[src/rtl/pt_walker.sv]
module pt_walker (
  input  logic        clk,
  input  logic        rst,
  input  logic        tiny_en,
  input  logic        req_valid,
  output logic        req_ready,
  input  logic [31:0] req_va,
  input  logic [31:0] req_base,
  output logic        mem_req_valid,
  input  logic        mem_req_ready,
  output logic [31:0] mem_req_addr,
  input  logic        mem_rsp_valid,
  input  logic [31:0] mem_rsp_data,
  input  logic        mem_rsp_err,
  output logic        done,
  output logic [31:0] pa,
  output logic [1:0]  attr,
  output logic        fault
);

  typedef enum logic [2:0] {
    ST_IDLE, ST_L1_REQ, ST_L1_WAIT, ST_L2_REQ, ST_L2_WAIT, ST_DONE
  } walk_st_t;

  walk_st_t    st;
  logic [31:0] va_q;
  logic [31:0] addr_q;
  logic        tiny_q;
  logic [1:0]  kind;

  assign kind          = mem_rsp_data[1:0];
  assign req_ready     = (st == ST_IDLE);
  assign mem_req_valid = (st == ST_L1_REQ) || (st == ST_L2_REQ);
  assign mem_req_addr  = addr_q;
  assign done          = (st == ST_DONE);

  always_ff @(posedge clk) begin
    if (rst) begin
      st     <= ST_IDLE;
      va_q   <= '0;
      addr_q <= '0;
      tiny_q <= 1'b0;
      pa     <= '0;
      attr   <= '0;
      fault  <= 1'b0;
    end else begin
      case (st)
        ST_IDLE: if (req_valid) begin
          va_q   <= req_va;
          tiny_q <= tiny_en;
          addr_q <= {req_base[31:14], req_va[31:20], 2'b00};
          st     <= ST_L1_REQ;
        end
        ST_L1_REQ: if (mem_req_ready) st <= ST_L1_WAIT;
        ST_L1_WAIT: if (mem_rsp_valid) begin
          if (mem_rsp_err || kind == 2'd0 || (kind == 2'd3 && !tiny_q)) begin
            pa    <= '0;
            attr  <= '0;
            fault <= 1'b1;
            st    <= ST_DONE;
          end else if (kind == 2'd2) begin
            pa    <= {mem_rsp_data[31:20], va_q[19:0]};
            attr  <= mem_rsp_data[3:2];
            fault <= 1'b0;
            st    <= ST_DONE;
          end else if (kind == 2'd1) begin
            addr_q <= {mem_rsp_data[31:10], va_q[19:12], 2'b00};
            st     <= ST_L2_REQ;
          end else begin
            addr_q <= {mem_rsp_data[31:12], va_q[19:10], 2'b00};
            st     <= ST_L2_REQ;
          end
        end
        ST_L2_REQ: if (mem_req_ready) st <= ST_L2_WAIT;
        ST_L2_WAIT: if (mem_rsp_valid) begin
          st <= ST_DONE;
          if (mem_rsp_err || kind == 2'd0) begin
            pa    <= '0;
            attr  <= '0;
            fault <= 1'b1;
          end else begin
            attr  <= mem_rsp_data[3:2];
            fault <= 1'b0;
            case (kind)
              2'd1:    pa <= {mem_rsp_data[31:16], va_q[15:0]};
              2'd2:    pa <= {mem_rsp_data[31:12], va_q[11:0]};
              default: pa <= {mem_rsp_data[31:10], va_q[9:0]};
            endcase
          end
        end
        default: st <= ST_IDLE;
      endcase
    end
  end

  AST_REQ_HOLD: assert property (@(posedge clk) disable iff (rst)
    mem_req_valid && !mem_req_ready |=> mem_req_valid && $stable(mem_req_addr));
  AST_NO_REQ_IN_WAIT: assert property (@(posedge clk) disable iff (rst)
    (st == ST_L1_WAIT || st == ST_L2_WAIT) |-> !mem_req_valid);
  AST_DONE_PULSE: assert property (@(posedge clk) disable iff (rst)
    done |=> !done);
  AST_BUSY_NOT_READY: assert property (@(posedge clk) disable iff (rst)
    mem_req_valid |-> !req_ready);
  AST_FAULT_ZERO: assert property (@(posedge clk) disable iff (rst)
    done && fault |-> pa == 32'd0 && attr == 2'd0);
  AST_RESET_IDLE: assert property (@(posedge clk)
    $past(rst) |-> req_ready && !mem_req_valid && !done);

endmodule

[config.mk]
export PLATFORM = sky130hd
export DESIGN_NAME = pt_walker
export DESIGN_NICKNAME = d
export VERILOG_FILES = /design/src/rtl/pt_walker.sv
export SDC_FILE = /design/constraint.sdc
export NUM_CORES = 1
export LEC_CHECK = 0
export BUFFER_PORTS_ARGS = -buffer_cell sky130_fd_sc_hd__buf_2
export CORE_ASPECT_RATIO = 1.2
export CORE_MARGIN = 2
export CORE_UTILIZATION = 44
export CTS_CLUSTER_DIAMETER = 100
export DETAILED_ROUTE_END_ITERATION = 16
export HOLD_SLACK_MARGIN = 0.08
export PLACE_DENSITY = 0.87
export SYNTH_ARGS = -nofsm -noshare
export SYNTH_HDL_FRONTEND = slang
export SYNTH_SLANG_ARGS = --single-unit
[constraint.sdc]
create_clock -name clk -period 2 [get_ports clk]
set_input_delay 0.3 -clock clk [delete_from_list [all_inputs] [get_ports clk]]
set_output_delay 0.3 -clock clk [all_outputs]
set_load 0.005 [all_outputs]
==> results.json <==
{
  "fmaxAchievable_ghz": 0.5456,
  "postRouteAntennaNets": 0,
  "finalCritPeriodShare_pct": 91.64,
  "finish.instance_area_um2": 5816,
  "worst-path-max-fanout": 20,
  "period_needed_ns": 1.833,
  "placeableCoreArea_um2": 9418,
  "post_synthesis_register_bit_count": 89,
  "flow.area_growth_from_synthesis_pct": 38.66,
  "post_synth_most_frequent_cells": "dfxtp_1, a21oi_1, nand2_1, clkbuf_1, mux2i_1",
  "static-leakage-power_nw": 2.431,
  "grt_overflow": 0,
  "criticalPathCategory": "reg -> reg",
  "gpl.final_weighted_congestion": 0.8770,
  "synth-seq-area-share_pct": 42.48,
  "cp.required_ns": 2.24,
  "grt_first_pass_wirelength_mm": 20.16,
  "final.setup.tns_ns": 0,
  "run_status": "complete, no violations",
  "ys_dominant_reg_cell": "dfxtp_1",
  "grtUsageTotal_pct": 24.22,
  "first_global_vias": 4085,
  "num_io_pins": 173,
  "syn-mean-instance-area_um2": 9.098,
  "maxCapViolations": 0,
  "cts_num_sinks": 89,
  "hpwl_mm": 9.278,
  "drive_gt1_share_pct": 40.07,
  "maximum_number_of_pins_on_one_net_before_global_route_repair": 31,
  "synth_top_area_share_pct": 42.48,
  "synthMostInstantiatedCell": "dfxtp_1",
  "clock_tree.buffer_depth": 2,
  "drv_slew": 0,
  "wl_mm": 12.41,
  "die_y_um": 111.0,
  "antenna_violations_before_repair": 0,
  "insertedDiodeCount": 0,
  "row_count": 39,
  "slew-limit-headroom_pct": 53.83,
  "peakVddDrop_mv": 0.5218,
  "h-tree-depth": 3,
  "number_of_buffers_inserted_during_clock_tree_synthesis": 9,
  "initial_utilization_pct": 44.53,
  "design.die.area_um2": 10330,
  "cts_repair_resize_count": 0,
  "clock_tree.root_cell": "clkbuf_16",
  "ys_warn_count": 0,
  "clock-skew-final_ns": 0.009735,
  "rsz_0062_raised_after_global_routing": "false",
  "detail_route.first_pass.iterations": 5,
  "hp-class": "in -> reg",
  "cts_tree": "yes",
  "tightest_slew_ns": 0.6908,
  "cp-end-kind": "flop",
  "io_buffers": 150,
  "clkLatencyLatePin_ns": 0.33,
  "yosysTopAreaCell": "dfxtp_1",
  "worst_setup_path_start_kind": "flop",
  "drt-initial-drc-count": 203,
  "netlist_top_cells_area": "dfxtp_1, mux2i_1, a21oi_1",
  "post_synthesis_instance_area_um2": 4194,
  "synth_cell_types": 44,
  "dieWidth_um": 93.13,
  "avgViaCountPerCell": 5.699,
  "syn-instance-count": 461,
  "synth_edf_count": 0,
  "p_per_area_nw_per_um2": 908.8,
  "total_count_of_hold_check_failures_in_the_final_report": 0,
  "hold_ws_ns": 0.1980,
  "p_total_w": 0.005285,
  "cts.repair_timing.setup_buffer_count": 0,
  "hold_buffers": 0,
  "clkSlewWorstSetupHoldPaths_ns": 0.07,
  "detailed_place.area_um2": 5478,
  "ys_async_sr_fraction_pct": 0,
  "finalSetupViolations": 0,
  "final_net_count": 717,
  "critical_path_arrival_ns": 2.08,
  "post-route-drc-count": 0,
  "wire_per_inst_um": 16.83,
  "detailed_route_via_count": 4200
}
-- registers in the layout (all words and copies together) (netlist names) --
register      cells
attr              2
va_q             20
tiny_q            1
fault             1
st                3
pa               32
mem_req_addr     30
-- per-layer routing --
metal	global-route usage [%]	part of all wire, %	vias to the layer above
met5	0	0	-
met4	8.431	2.1	0
met3	4.895	6.8	21
met2	42.13	50	161
met1	29.44	41	2010
li1	-	-	2008
-- final cells by class --
cell class              instances  area, um^2
fillers                       767        3602
multi-input cells             314        2391
well taps                     123       153.9
flip-flops and latches         89        1782
repair buffers                189        1119
clock inverters                 5       85.08
inverters                       6       32.53
clock buffers                  11       252.7
-- power breakdown --
group	leakage, nW	internal [W]	switching (W)
registers	0.727	0.00198	0.000144
logic	1.54	0.000578	0.000710
clock network	0.162	0.00117	0.000707
total	2.43	0.00372	0.00156
-- stage by stage --
step                worst slack, ns  cells  utilization [%]
global placement           -0.01711    721            58.16
floorplan                 0.0007829    462                -
CTS                          0.1579    737            61.75
global route               0.006468    737            61.75
finish                       0.1672    737            61.75
detailed placement         -0.09078    721            58.16
-- layout by cell type (no fill, tap or decap), types with 10 or more instances in the layout --
master and n:
a211oi_1 20, a21oi_1 56, a22oi_1 10, a31o_4 24
buf_2 150, buf_4 33, dfxtp_1 89, mux2i_1 31
nand2_1 55, nor2_1 17, nor4b_1 24, o2111ai_1 10
o21ai_0 12
-- worst paths after layout --
kind	startpoint	to	slack [ns]	cells after the start
worst min register to register	va_q[6]	va_q[6]	0.47	2
worst min-delay path	req_va[17]	va_q[17]	0.20	3
worst max register to register	st[0]	mem_req_addr[21]	0.17	6
worst max-delay path	st[0]	mem_req_addr[21]	0.17	6
-- critical path: stages (launching register included) --
cell	delay, ns
dfxtp_1	0.41
nor3b_2	0.38
buf_4	0.20
a21o_1	0.14
buf_4	0.27
a21oi_1	0.11
a211oi_1	0.23
-- cells by family after synthesis --
kind of cell             Yosys count  synth area share (%)
AO/OA/AOI/OAI                    157                 26.58
multiplexers                      32                 7.667
buffers and inverters             59                 6.861
adder cells (fa/ha/maj)            5                 1.492
AND/OR/NAND/NOR                  118                 14.83
flip-flops                        89                 42.48
other                              1               0.08941
Power figures use the tool's default switching activity.
